**src/rtl/i2cms_pkg.sv**
```systemverilog
`timescale 1ns/1ps
// Package: shared types for the write-only mode-control slave.
// Assumes one register image of five significant bits.
package i2cms_pkg;

    typedef enum logic [2:0] {
        ST_IDLE,   // waiting for START
        ST_ADDR,   // shifting address byte
        ST_AACK,   // driving address acknowledge
        ST_DATA,   // shifting data byte
        ST_DACK,   // driving data acknowledge
        ST_HOLD    // transfer ignored until START or STOP
    } bus_state_t;

    typedef struct packed {
        logic       diff;
        logic       ocl;
        logic [2:0] mode;
    } mode_reg_t;

endpackage

```
**src/rtl/i2cms_line_sync.sv**
```systemverilog
`timescale 1ns/1ps
// Module: i2cms_line_sync
// Brings one asynchronous bus line into the clock domain through a
// flop chain. It presents the synchronized level and the level one
// clock older, which a neighbour uses for edge detection.
// Assumes the line idles at IDLE_VAL (bus lines idle high).
module i2cms_line_sync #(
    parameter int   STAGES   = 2,
    parameter logic IDLE_VAL = 1'b1
) (
    input  logic clk,
    input  logic rst_n,
    input  logic din,
    output logic lvl,
    output logic prev
);

    logic [STAGES:0] pipe;

    // Shift the raw line through the synchronizer and edge history.
    always_ff @(posedge clk) begin
        if (!rst_n) begin
            pipe <= {(STAGES+1){IDLE_VAL}};
        end else begin
            pipe <= {pipe[STAGES-1:0], din};
        end
    end

    assign lvl  = pipe[STAGES-1];
    assign prev = pipe[STAGES];

endmodule

```
**src/rtl/i2cms_bus_fsm.sv**
```systemverilog
`timescale 1ns/1ps
// Module: i2cms_bus_fsm
// Protocol engine. It finds START and STOP, shifts in the address
// byte and one data byte on rising bus clock edges, drives the
// acknowledge pull-down, and issues a one-clock write strobe when the
// data acknowledge clock ends.
// Assumes synchronized lines and a system clock >= 10x the bus clock.
module i2cms_bus_fsm
    import i2cms_pkg::*;
#(
    parameter int         BYTE_W  = 8,
    parameter logic [4:0] ADDR_HI = 5'b11111,
    parameter logic       ADDR_A2 = 1'b0
) (
    input  logic              clk,
    input  logic              rst_n,
    input  logic              scl_lvl,
    input  logic              scl_prev,
    input  logic              sda_lvl,
    input  logic              sda_prev,
    input  logic              addr_sel,
    output logic              sda_pull,
    output logic              wr_en,
    output logic [BYTE_W-1:0] wr_data
);

    localparam int                CNT_W    = $clog2(BYTE_W + 1);
    localparam logic [CNT_W-1:0]  CNT_FULL = CNT_W'(BYTE_W);

    bus_state_t        state;
    logic [CNT_W-1:0]  bit_cnt;
    logic [BYTE_W-1:0] shreg;
    logic [BYTE_W-1:0] exp_addr;
    logic              scl_rise, scl_fall, start_c, stop_c;

    // Decode bus edges and conditions from the synchronized lines.
    always_comb begin
        scl_rise = scl_lvl & ~scl_prev;
        scl_fall = ~scl_lvl & scl_prev;
        start_c  = scl_lvl & scl_prev & sda_prev & ~sda_lvl;
        stop_c   = scl_lvl & scl_prev & ~sda_prev & sda_lvl;
        exp_addr = {ADDR_HI, ADDR_A2, addr_sel, 1'b0};
    end

    // Sequence the transfer: shift, acknowledge, or ignore.
    always_ff @(posedge clk) begin
        if (!rst_n) begin
            state    <= ST_IDLE;
            bit_cnt  <= '0;
            shreg    <= '0;
            sda_pull <= 1'b0;
        end else if (start_c) begin
            state    <= ST_ADDR;
            bit_cnt  <= '0;
            sda_pull <= 1'b0;
        end else if (stop_c) begin
            state    <= ST_IDLE;
            bit_cnt  <= '0;
            sda_pull <= 1'b0;
        end else begin
            case (state)
                ST_ADDR, ST_DATA: begin
                    if (scl_rise && bit_cnt < CNT_FULL) begin
                        shreg   <= {shreg[BYTE_W-2:0], sda_lvl};
                        bit_cnt <= bit_cnt + 1'b1;
                    end else if (scl_fall && bit_cnt == CNT_FULL) begin
                        bit_cnt <= '0;
                        if (state == ST_DATA) begin
                            state    <= ST_DACK;
                            sda_pull <= 1'b1;
                        end else if (shreg == exp_addr) begin
                            state    <= ST_AACK;
                            sda_pull <= 1'b1;
                        end else begin
                            state <= ST_HOLD;
                        end
                    end
                end
                ST_AACK: begin
                    if (scl_fall) begin
                        sda_pull <= 1'b0;
                        state    <= ST_DATA;
                    end
                end
                ST_DACK: begin
                    if (scl_fall) begin
                        sda_pull <= 1'b0;
                        state    <= ST_HOLD;
                    end
                end
                default: ;
            endcase
        end
    end

    // Strobe the received byte when the data acknowledge clock ends.
    always_comb begin
        wr_en   = (state == ST_DACK) && scl_fall;
        wr_data = shreg;
    end

    // the pull-down only moves while the bus clock is low.
    a_r9_pull_scl_low: assert property (@(posedge clk) disable iff (!rst_n)
        !$stable(sda_pull) |-> !scl_lvl);

    // a mismatched address byte is never acknowledged.
    a_r3_no_ack_mismatch: assert property (@(posedge clk) disable iff (!rst_n)
        (state == ST_ADDR && scl_fall && bit_cnt == CNT_FULL && shreg != exp_addr)
        |=> !sda_pull);

    // no acknowledge once the one data byte is done.
    a_r10_hold_released: assert property (@(posedge clk) disable iff (!rst_n)
        (state == ST_HOLD) |-> !sda_pull);

    // the write strobe only comes while the acknowledge is driven.
    a_r7_strobe_in_ack: assert property (@(posedge clk) disable iff (!rst_n)
        wr_en |-> sda_pull);

    // Bit counter never passes a full byte.
    a_r4_cnt_bound: assert property (@(posedge clk) disable iff (!rst_n)
        bit_cnt <= CNT_FULL);

endmodule

```
**src/rtl/i2cms_regfile.sv**
```systemverilog
`timescale 1ns/1ps
// Module: i2cms_regfile
// Register file behind the protocol engine. The top index bits of
// the written byte pick the register. Only the mode register exists,
// and writes to any other index are dropped.
// Assumes wr_en is a single-clock strobe with wr_data valid with it.
module i2cms_regfile
    import i2cms_pkg::*;
#(
    parameter int BYTE_W   = 8,
    parameter int IDX_W    = 2,
    parameter int MODE_IDX = 0
) (
    input  logic              clk,
    input  logic              rst_n,
    input  logic              wr_en,
    input  logic [BYTE_W-1:0] wr_data,
    output logic              diff_sel,
    output logic              ocl_sel,
    output logic [2:0]        mode_code
);

    localparam logic [IDX_W-1:0] MODE_SEL = IDX_W'(MODE_IDX);

    mode_reg_t        mode_q;
    logic [IDX_W-1:0] wr_idx;

    assign wr_idx = wr_data[BYTE_W-1 -: IDX_W];

    // Load the mode fields on a write aimed at the mode register.
    always_ff @(posedge clk) begin
        if (!rst_n) begin
            mode_q <= '0;
        end else if (wr_en && wr_idx == MODE_SEL) begin
            mode_q.diff <= wr_data[5];
            mode_q.ocl  <= wr_data[3];
            mode_q.mode <= wr_data[2:0];
        end
    end

    assign diff_sel  = mode_q.diff;
    assign ocl_sel   = mode_q.ocl;
    assign mode_code = mode_q.mode;

    // reset leaves the register cleared.
    a_r1_reset_clears: assert property (@(posedge clk)
        !rst_n |=> (mode_q == '0));

    // the register moves only right after a write strobe.
    a_r7_change_needs_write: assert property (@(posedge clk) disable iff (!rst_n)
        !$stable(mode_q) |-> $past(wr_en));

    // the reserved bit does not leak into the neighbouring field.
    a_r5_rsv_isolated: assert property (@(posedge clk) disable iff (!rst_n)
        (wr_en && wr_data[4] && wr_idx == MODE_SEL)
        |=> (mode_q.ocl == $past(wr_data[3])));

endmodule

```
**src/rtl/i2c_mode_slave.sv**
```systemverilog
`timescale 1ns/1ps
// Module: i2c_mode_slave
// Top of the write-only control slave: it synchronizes both bus
// lines, runs the protocol engine and holds the mode register.
// Assumes the system clock is at least 10x the bus clock.
module i2c_mode_slave #(
    parameter int         SYNC_STAGES = 2,
    parameter int         BYTE_W      = 8,
    parameter logic [4:0] ADDR_HI     = 5'b11111,
    parameter logic       ADDR_A2     = 1'b0
) (
    input  logic       clk,
    input  logic       rst_n,
    input  logic       scl_in,
    input  logic       sda_in,
    input  logic       addr_sel,
    output logic       sda_pull,
    output logic       diff_sel,
    output logic       ocl_sel,
    output logic [2:0] mode_code
);

    localparam int N_LINES = 2;

    logic [N_LINES-1:0] raw_line, lvl_line, prev_line;
    logic               wr_en;
    logic [BYTE_W-1:0]  wr_data;

    assign raw_line = {sda_in, scl_in};

    // One synchronizer per bus line (index 0 clock, index 1 data).
    for (genvar g = 0; g < N_LINES; g++) begin : g_sync
        i2cms_line_sync #(
            .STAGES   (SYNC_STAGES),
            .IDLE_VAL (1'b1)
        ) u_sync (
            .clk   (clk),
            .rst_n (rst_n),
            .din   (raw_line[g]),
            .lvl   (lvl_line[g]),
            .prev  (prev_line[g])
        );
    end

    i2cms_bus_fsm #(
        .BYTE_W  (BYTE_W),
        .ADDR_HI (ADDR_HI),
        .ADDR_A2 (ADDR_A2)
    ) u_fsm (
        .clk      (clk),
        .rst_n    (rst_n),
        .scl_lvl  (lvl_line[0]),
        .scl_prev (prev_line[0]),
        .sda_lvl  (lvl_line[1]),
        .sda_prev (prev_line[1]),
        .addr_sel (addr_sel),
        .sda_pull (sda_pull),
        .wr_en    (wr_en),
        .wr_data  (wr_data)
    );

    i2cms_regfile #(
        .BYTE_W   (BYTE_W),
        .IDX_W    (2),
        .MODE_IDX (0)
    ) u_regs (
        .clk       (clk),
        .rst_n     (rst_n),
        .wr_en     (wr_en),
        .wr_data   (wr_data),
        .diff_sel  (diff_sel),
        .ocl_sel   (ocl_sel),
        .mode_code (mode_code)
    );

endmodule

```
**config.mk**
```make
export PLATFORM = sky130hd
export DESIGN_NAME = i2c_mode_slave
export DESIGN_NICKNAME = d
export VERILOG_FILES = /design/src/rtl/i2cms_pkg.sv /design/src/rtl/i2cms_line_sync.sv /design/src/rtl/i2cms_bus_fsm.sv /design/src/rtl/i2cms_regfile.sv /design/src/rtl/i2c_mode_slave.sv
export SDC_FILE = /design/constraint.sdc
export NUM_CORES = 1
export LEC_CHECK = 0
export BUFFER_PORTS_ARGS = -buffer_cell sky130_fd_sc_hd__clkbuf_2
export CORE_MARGIN = 1
export CORE_UTILIZATION = 56
export DETAILED_ROUTE_END_ITERATION = 7
export PLACE_DENSITY = 0.82
export SYNTH_ARGS = -nofsm -noshare
export SYNTH_HDL_FRONTEND = slang
export SYNTH_SLANG_ARGS = --single-unit
```
**constraint.sdc**
```tcl
create_clock -name clk -period 1.85 [get_ports clk]
set_input_delay 0.185 -clock clk [delete_from_list [all_inputs] [get_ports clk]]
set_output_delay 0.185 -clock clk [all_outputs]
set_load 0.01 [all_outputs]
```
==> run summary, run 1 <==
The run finished with clean final reports. The final layout net count is around 150. The routed design could run at a clock period as short as about 1.6 ns. The combinational fraction of design power is between 4 and 5%. The hold buffer count at cts came out at 0. The count of buffer and inverter cells on the critical path is 0. The tree is rooted in a clkbuf_4.

For hold timing, the worst endpoint is g_sync[1].u_sync.pipe[0]. In this run the biggest area consumer among cell types represents between 40% and 50% of the synthesized area. The post-synthesis instance area is 1150 µm². The part of the power in registers is 67.1%. The worst endpoint required time came out at 2.12 ns. The maximum root-to-sink buffer count is 2. For this run the aggregate overflow at the end of global routing stands at 0.

Setup repair after global routing left no endpoint under its margin. The die footprint came out at 2230 µm². The count of unique library cells instantiated by Yosys came out at 33. The switching power is roughly 200 µW. The first global-routing pass estimated 3620 µm of wire. The post-CTS repair timing setup buffer count is 0. The synthesized area per cell came out at roughly 8.6 µm². At the worst endpoint, the arrival time is ~1.9 ns. The worst relative slew slack came out at roughly 62%. The total power came out at between 800 and 900 µW.

Among all stages on the critical path, the largest delay is contributed by or4_4. The class of the tightest hold or removal check is in -> reg. In this run the vertical extent of the chip is about 47 µm. The final cell utilization of the core came out at 64.6%.

Summed over all instances, the cell type with the most area after synthesis is dfxtp_1. The number of global-route vias before repair came to ~840. The repair_antennas step left the layout with diodes totalling 0. The setup check on the worst reg-to-reg path leaves a slack of around 0.21 ns. The source of the worst register-to-register timing path is u_fsm.wr_data[3]. The clock-pin transition on the worst setup and hold timing paths came out at about 0.14 ns. The achievable clock frequency came out at roughly 0.61 GHz.

The biggest fanout along the worst timing path is 5. The net count after synthesis is 140. The leakage power summed over all cells came out at just under 0.0005 µW. The capturing element type of the critical path is a flop. The worst hold slack is between 0.03 and 0.04 ns. The count of boundary I/O pins came out at 11. By count the netlist is led by dfxtp_1, nand2_1, a21oi_1.

The number of CTS-inserted buffers is 3. The final count of pins violating max slew is 0. The count of buffers inserted at the top-level ports came out at 10. The internal power component came out at 690 µW.

Per report_power, the clock group accounts for between 20% and 30% of the total. The total detailed-routing wirelength came out at 2140 µm. The placement row count came out at 16. The worst hold path stage count came out at 2. At the pin with the least slew margin, the transition time is between 0.5 and 0.6 ns. The power density of the placed cells came out at 707 nW/µm². The number of remaining DRC errors is 0.

Entering global routing, the biggest net connects 15 pins. The gate count after technology mapping is ~130. Summed over all nets, the half-perimeter wirelength after detailed placement is around 1600 µm. In the synthesized netlist the async set-or-reset flop fraction comes to 0%. The number of maximum-capacitance violations is 0. In this run the remaining antenna-violating nets after routing total 0. After synthesis, the cell types taking the most area are dfxtp_1, nand2_1, a21oi_1, mux2i_1, nand2b_1. The critical hold path startpoint is sda_in. The reg-to-reg endpoint is u_fsm.state[1]. The critical path startpoint category is a flop. The proportion of layout cells with a drive suffix above 1 came out at 12.4%. In this run the number of H-tree levels came out at 1.

The number of hold-slack violations in the final timing report is 0. The die width is about 47 µm. The number of search-and-repair iterations in the first detailed-routing pass came out at 4. The routed via count came out at between 900 and 1000. The highest cell delay on the worst timing path came out at ~0.55 ns. From synthesis to final layout, the design area changed by 9.50%.

The final number of setup-violating endpoints came out at 0. The critical path goes through nand4b_1 -> or4_4 -> or3_1 -> a21oi_2. For this run, the number of Yosys warnings is 0.

For the final routed database, the setup TNS stands at 0 ns. The worst path uses about 90% of the clock period. The synthesis-stage register bit count came out at 27. The TritonCTS clock tree is built. The congestion estimate from routability-driven global placement came to between 0.8 and 0.9. For this configuration, the core starts out at a cell density of just under 60%. The net switching share of the total power is between 20% and 30%.

The global routing usage summed across all routing layers came out at around a quarter. The classification of the worst setup path is reg -> reg. The number of DRC violations after detailed-routing iteration 0 is 10. The most used flip-flop cell after synthesis is dfxtp_1.

The initial antenna violation count is 0. The placeable core area is a little under 2000 µm². The per-cell routed wire length came out at roughly 12 µm. The total of cells resized after clock tree synthesis came out at 0. For the worst flop-to-flop path, the logic depth is 4.

The number of vias per cell came out at 5.42. The share of the Yosys chip area taken by registers is 47.2%. On the critical path the largest part of the delay comes from simple AND/OR/NAND/NOR gates. The setup clock skew after layout came out at ~0.0034 ns.

The clock net in this run drives a total of 27 sinks. The maximum ir drop on the vdd rail is around 730 µV. Yosys mapped a number of flops with a built-in enable equal to 0. The clock latency on the worst-skew pair is between 0.3 and 0.4 ns.
[stage by stage]
stage               setup WS, ns  std cells  area, µm²
finish                     0.205        172       1250
global route               0.159        172       1250
CTS                        0.213        172       1250
detailed placement         0.253        168       1230
global placement           0.269        168       1230
floorplan                  0.302        133       1150
[cells in the final DEF (no fill, tap or decap), types with 3 or more instances in the layout]
cell	n
a21oi_1	10
buf_4	3
clkbuf_2	10
clkbuf_4	3
dfxtp_1	27
inv_1	6
mux2i_1	5
nand2_1	27
nand2b_1	7
nand4_1	3
nor2_1	6
nor2b_1	3
o21ai_0	5
xnor2_1	3
[worst reg2reg max path, cell delays in order (launching register included)]
cell	delay [ns]
dfxtp_1	0.41
nand4b_1	0.12
or4_4	0.55
or3_1	0.38
a21oi_2	0.14
[logic make-up (layout without fill, tap and decap cells)]
group           Yosys count  count (layout)  share of synthesized area, %
buf+inv                  11              23                          4.04
mux                       5               5                          4.37
simple gates             56              56                          24.0
flops                    27              27                          47.2
xor+xnor                  5               5                          3.82
fa+ha+maj                 2               2                          2.18
compound gates           27              27                          14.4
[state kept, by name (all words and copies together) (netlist names)]
signal	cells
g_sync.u_sync.pipe	6
u_fsm.sda_pull	1
u_fsm.state	3
u_regs.ocl_sel	1
u_regs.mode_code	3
u_fsm.bit_cnt	4
u_fsm.wr_data	8
u_regs.diff_sel	1
[layout make-up]
type,instances,area (µm²)
flip-flops and latches,27,541
clock buffers,4,26.3
repair buffers,13,72.6
well taps,27,33.8
inverters,6,22.5
multi-input cells,95,559
fillers,176,687
[power groups by stage]
stage                     Combinational, µW  Sequential, µW  Clock [µW]
after floorplan                        29.0             606           0
final                                  41.2             595         251
after global routing                   47.8             598         278
after global placement                 40.1             608           0
after detailed placement               41.5             608           0
after CTS                              41.6             595         260
[worst max-delay path by stage]
stage,depth (start not counted),slack (ns),start,to
finish,4,0.21,u_fsm.wr_data[3],u_fsm.state[1]
global route,5,0.16,u_fsm.wr_data[5],u_fsm.sda_pull
CTS,4,0.21,u_fsm.wr_data[2],u_fsm.state[1]
detailed placement,4,0.25,u_fsm.wr_data[2],u_fsm.state[1]
global placement,4,0.27,u_fsm.wr_data[2],u_fsm.state[1]
floorplan,4,0.30,u_fsm.wr_data[2],u_fsm.state[1]
[per-layer routing]
layer | vias up | track usage, % | wire length, µm
met5 | - | 0 | 0
li1 | 478 | - | -
met2 | 13 | 38.1 | 992
met4 | 0 | 10.3 | 51
met3 | 7 | 4.62 | 44
met1 | 435 | 29.8 | 1050
Power figures use the tool's default switching activity.
==> run 2, diff against run 1 <==
Settings changed: RECOVER_POWER set to 25.
==> run summary, run 2 (same netlist as run 1, synthesis figures left out) <==
In this run the post-CTS setup repair buffer count came out at 0. The met1 capacity usage during global routing came out at 29.8%. Max-cap violations in this run came to 0. The floorplan step defined a die boundary enclosing ~2200 µm².

The starting utilization of the core area came out at between 50% and 60%. The number of DRC violations after detailed-routing iteration 0 is 11. For this block, the routed nets add up to between 2000 and 2500 µm of wire. The per-cell routed wire length came out at ~12 µm.

The initial antenna violation count is 0. The proportion of layout cells with a drive suffix above 1 came out at about a tenth. The final count of pins violating max slew came to 0. For the worst setup path, the data required time is around 2.1 ns. The clock latency on the worst-skew pair is 0.32 ns. The number of global-route vias before repair came out at approximately 840.

The clock network fraction of design power is 28.4%. STA classifies the critical path endpoint as a flop. The number of clock buffers added by TritonCTS is 3. The switching power came out at around 200 µW.

Detailed placement ended at an HPWL of about 1600 µm. The global-route track usage on met3 came out at ~4.6%. The hold buffer count at cts is 0.

In this run, the combinational gates consume ~4.6% of the power. The total of cells resized after clock tree synthesis is 0. At the end of routability-driven placement, the weighted congestion stood at between 0.8 and 0.9.

The die width came out at between 40 and 50 µm. The register with the most flip-flops in the layout has 8 of them. The clock period minus worst slack is 1.65 ns. The leakage power summed over all cells came out at between 0.0004 and 0.0005 µW. The slew at the pin closest to its max-slew limit came out at roughly 0.56 ns. The largest net degree at the start of global routing came out at 15. The number of clock sinks seen by CTS came out at 27. The worst path uses between 80% and 90% of the clock period. Net switching is between 20% and 30% of the power. The flow ran to the end, and the final reports show no timing, DRC or antenna violations. The number of antenna-violating nets in the routed design came out at 0.

The worst pin sits at a relative slew slack of 62.2%. The classification of the worst setup path is reg -> reg. Setup repair after global routing left no endpoint under its margin. The count of boundary I/O pins is 11. The setup clock skew after layout is 0.00302 ns. The final layout net count came out at between 150 and 200. The final number of setup-violating endpoints came out at 0.

The clock-pin transition on the worst setup and hold timing paths is approximately 0.14 ns. The worst hold path belongs to the class in -> reg. The antenna cell count came out at 0. The number of search-and-repair iterations in the first detailed-routing pass came out at 4. The total power is 889 µW. The total area inside the core boundary comes to 1940 µm². The number of hold-slack violations in the final timing report came out at 0.

Adding up every negative setup slack in the final design gives 0 ns. The internal power component is around 690 µW. The clock passes through at most 2 buffers.

The global routing usage summed across all routing layers is 23.4%. The achievable clock frequency came out at between 0.6 and 0.7 GHz. In the layout the commonest cells are nand2_1, dfxtp_1, a21oi_1. The remaining global-route overflow is 0. The met2 routing resource usage after global routing is 38.1%. The endpoint arrival time on the critical path came out at approximately 1.9 ns. TritonCTS built the clock tree. After detailed routing, the number of remaining DRC violations is 0. In this run the vertical extent of the chip is roughly 47 µm.

The critical path startpoint category is a flop. The part of the power in registers came out at 67.0%. The biggest fanout along the worst timing path is 5. In the routed layout, each cell is associated on average with a via count of 5.49. In this run the most used layer during global routing was met2. The area added between synthesis and finish is 9.17%. The count of buffers inserted at the top-level ports came out at 10. The routed layout has ~950 vias. The global-route wire length before repair is around 3600 µm. The count of filler cells inserted in the layout came out at ~180. The floorplan has 16 rows. The power density of the placed cells came out at just over 700 nW/µm².

VDD sags by at most 734 µV. Clock tree synthesis selected as its root buffer the cell clkbuf_4. The number of H-tree branching levels came out at 1.
-- run 2: cell count changes in the layout (fill, tap and decap cells not counted) --
cell / delta
clkbuf_1: +3
clkbuf_2: -3
-- run 2: worst max-delay path, cell delays in order, from the launching register on --
cell and delay [ns]:
dfxtp_1 0.35, nand4b_1 0.17, or4_4 0.55, or3_1 0.38, a21oi_2 0.14
-- run 2: area by class of cell --
type	instances	area, µm²	share of cell area (%)
Inverter	6	22.5	1.80
Multi-Input combinational cell	95	559	44.7
Sequential cell	27	541	43.2
Tap cell	27	33.8	2.70
Clock buffer	4	26.3	2.10
Timing Repair Buffer	13	68.8	5.50
-- run 2: final timing paths --
kind | start | to | slack (ns) | depth (start not counted)
worst min register to register | g_sync[1].u_sync.pipe[0] | g_sync[1].u_sync.pipe[1] | 0.43 | 1
worst max register to register | u_fsm.wr_data[2] | u_fsm.state[1] | 0.20 | 4
worst max-delay path | u_fsm.wr_data[2] | u_fsm.state[1] | 0.20 | 4
worst min-delay path | sda_in | g_sync[1].u_sync.pipe[0] | 0.03 | 2
-- run 2: power by group through the flow --
stage	registers, µW	logic (µW)	clock network [µW]
2_1_floorplan	606	29.0	0
3_3_place_gp	608	40.1	0
3_5_place_dp	608	41.5	0
4_1_cts	595	41.6	260
5_1_grt	598	47.4	278
6_report	595	41.0	252
-- run 2: layer usage --
layer / vias up / routed length (µm)
li1: 478 / -
met1: 441 / 1040
met2: 17 / 990
met3: 9 / 42
met4: 0 / 61
met5: - / 0
-- run 2: per-stage QoR --
stage / instances / setup WS, ns / util, % / hold WS [ns] / area [µm²]
after floorplan: 133 / 0.302 / - / 0.258 / 1150
after global placement: 168 / 0.269 / 63.3 / 0.364 / 1230
after detailed placement: 168 / 0.253 / 63.3 / 0.376 / 1230
after CTS: 172 / 0.213 / 64.6 / 0.0293 / 1250
after global routing: 172 / 0.159 / 64.4 / 0.0203 / 1250
final: 172 / 0.204 / 64.4 / 0.0302 / 1250
==> run 3, diff against run 2 <==
Settings changed: RECOVER_POWER 25 to 100.
==> run summary, run 3 (same netlist as run 1, synthesis figures left out) <==
The remaining global-route overflow is 0. The total of cells resized after clock tree synthesis came out at 0. The per-cell routed wire length came out at between 10 and 15 µm. The worst setup path is captured at a flop.

Hold timing on the final database bottoms out at a slack of about 0.033 ns. The cell family contributing the most delay on the critical path is simple AND/OR/NAND/NOR gates. The number of vias per cell came out at approximately 5.5.

The setup clock skew after layout is between 0.003 and 0.004 ns. The highest cell delay on the worst timing path is about 0.55 ns. The post-CTS repair timing setup buffer count is 0. The number of hold buffers added after CTS was 0. In the layout the commonest cells are nand2_1, dfxtp_1, a21oi_1, clkbuf_1, nand2b_1. The number of maximum-capacitance violations is 0. The run finished with clean final reports. The TritonCTS clock tree is built. The number of DRC violations after detailed-routing iteration 0 came out at 19. The antenna cell count came out at 0. Walking the worst path, the cells encountered are nand4b_1 -> or4_4 -> or3_1 -> a21oi_2.

Together, buffers and inverters on the worst path number 0. Global routing used between 20% and 30% of the available tracks. The clock-pin transition on the worst setup and hold timing paths is 0.14 ns. The routed design has about 2100 µm of wire.

CTS built an H-tree with a depth of 1. The worst endpoint required time came out at about 2.1 ns. For this design the top-level I/O count stands at 11.

The biggest fanout along the worst timing path is 5. The die footprint is ~2200 µm². In this run the clock root is driven by a clkbuf_4. The die width is 47.2 µm. The count of placed standard cells including taps came out at ~170.

The final count of pins violating max slew is 0. The post-DP HPWL is approximately 1600 µm. The final number of setup-violating endpoints came out at 0. The cell type of the slowest stage on the worst timing path is or4_4. The count of placed standard cells in the final layout, fillers left out is 172. The number of cells traversed by the worst register-to-register path came out at 4.

The power density of the placed cells came out at around 720 nW/µm². The slew at the pin closest to its max-slew limit is 0.574 ns. The leakage power summed over all cells came out at between 0.0004 and 0.0005 µW. The endpoint arrival time on the critical path is 1.91 ns. The die height is 47.2 µm. The worst setup timing slack at the placement stage came out at 0.253 ns. In the post-route analysis, the smallest setup slack over all paths is a little over 0.2 ns. The number of search-and-repair iterations in the first detailed-routing pass is 4. The clock period minus worst slack came out at between 1.5 and 2 ns. The number of global-route vias before repair is between 800 and 900.

The final layout net count is around 150. The count of buffers inserted at the top-level ports came out at 10. The placement row count came out at 16. The worst hold path stage count came out at 2. The global-route wire length before repair is between 3000 and 4000 µm. The number of clock sinks seen by CTS is 27.

The area added between synthesis and finish came out at 7.86%. Across all layers, the routed design uses 942 vias. Adding up every negative setup slack in the final design gives 0 ns. Measured against its own limit, the worst slew margin works out to 61.5%. The number of CTS-inserted buffers came out at 3.

The register with the most flip-flops in the layout has 8 of them. The tightest min-delay check is of the in -> reg type. The setup path with the least slack is of type reg -> reg.

The final critical-path share of the clock period came out at 89.0%. The largest net degree at the start of global routing came out at 15. The number of hold-slack violations in the final timing report is 0. For this run, design rule violations remaining after detail routing come to 0. The proportion of layout cells with a drive suffix above 1 came out at between 6 and 7%.

The maximum ir drop on the vdd rail came out at roughly 730 µV. For this configuration, the core starts out at a cell density of about 59%. The total stage count of the critical path is 4. The clock latency on the worst-skew pair came out at 0.32 ns. The count of filler cells inserted in the layout is ~190. The number of antenna-violating nets in the routed design came out at 0. The critical path startpoint category is a flop. The final RePlAce weighted congestion is between 0.8 and 0.9.

The region available for standard cell placement spans a little under 2000 µm². The initial antenna violation count was 0. The achievable clock frequency is between 0.6 and 0.7 GHz. The maximum root-to-sink buffer count came out at 2. Setup repair after global routing left no endpoint under its margin.
==> run 3: changes by cell type in the layout (fill, tap and decap cells not counted) <==
cell and change:
clkbuf_1 +6, buf_4 -3, clkbuf_2 -3, and2_0 +1, and2_1 -1
==> run 3: layout make-up <==
type / count / area (µm²) / area share (%)
timing repair buffer: 13 / 53.8 / 4.35
clock buffer: 4 / 26.3 / 2.13
inverter: 6 / 22.5 / 1.82
multi-input combinational: 95 / 559 / 45.2
tap: 27 / 33.8 / 2.73
sequential: 27 / 541 / 43.7
==> run 3: path summary, 6_finish.rpt <==
check / startpoint / end / slack, ns
worst min register to register: g_sync[1].u_sync.pipe[0] / g_sync[1].u_sync.pipe[1] / 0.43
worst max register to register: u_fsm.wr_data[2] / u_fsm.state[1] / 0.20
worst min-delay path: sda_in / g_sync[1].u_sync.pipe[0] / 0.03
worst max-delay path: u_fsm.wr_data[2] / u_fsm.state[1] / 0.20
==> run 3: worst reg2reg max path: stages (launching register included) <==
cell      delay (ns)
dfxtp_1         0.35
nand4b_1        0.17
or4_4           0.55
or3_1           0.38
a21oi_2         0.14
==> run 3: layer usage <==
metal	GRT usage, %	up-vias	routed length, µm
met5	0	-	0
met4	10.3	0	40
met3	4.62	7	57
met2	38.1	19	1020
met1	29.8	436	1030
li1	-	480	-
==> run 3: where the power goes <==
part | switching (µW) | leakage [µW] | internal, µW
Sequential | 6.45 | 0.000219 | 589
Clock | 166 | 0.0000150 | 84.5
Combinational | 25.0 | 0.000218 | 15.5
==> run 3: stage by stage <==
stage	total power (µW)	utilization [%]	cell area, µm²
floorplan	635	-	1150
global placement	648	63.3	1230
detailed placement	650	63.3	1230
CTS	897	64.6	1250
global route	922	63.7	1240
finish	886	63.7	1240
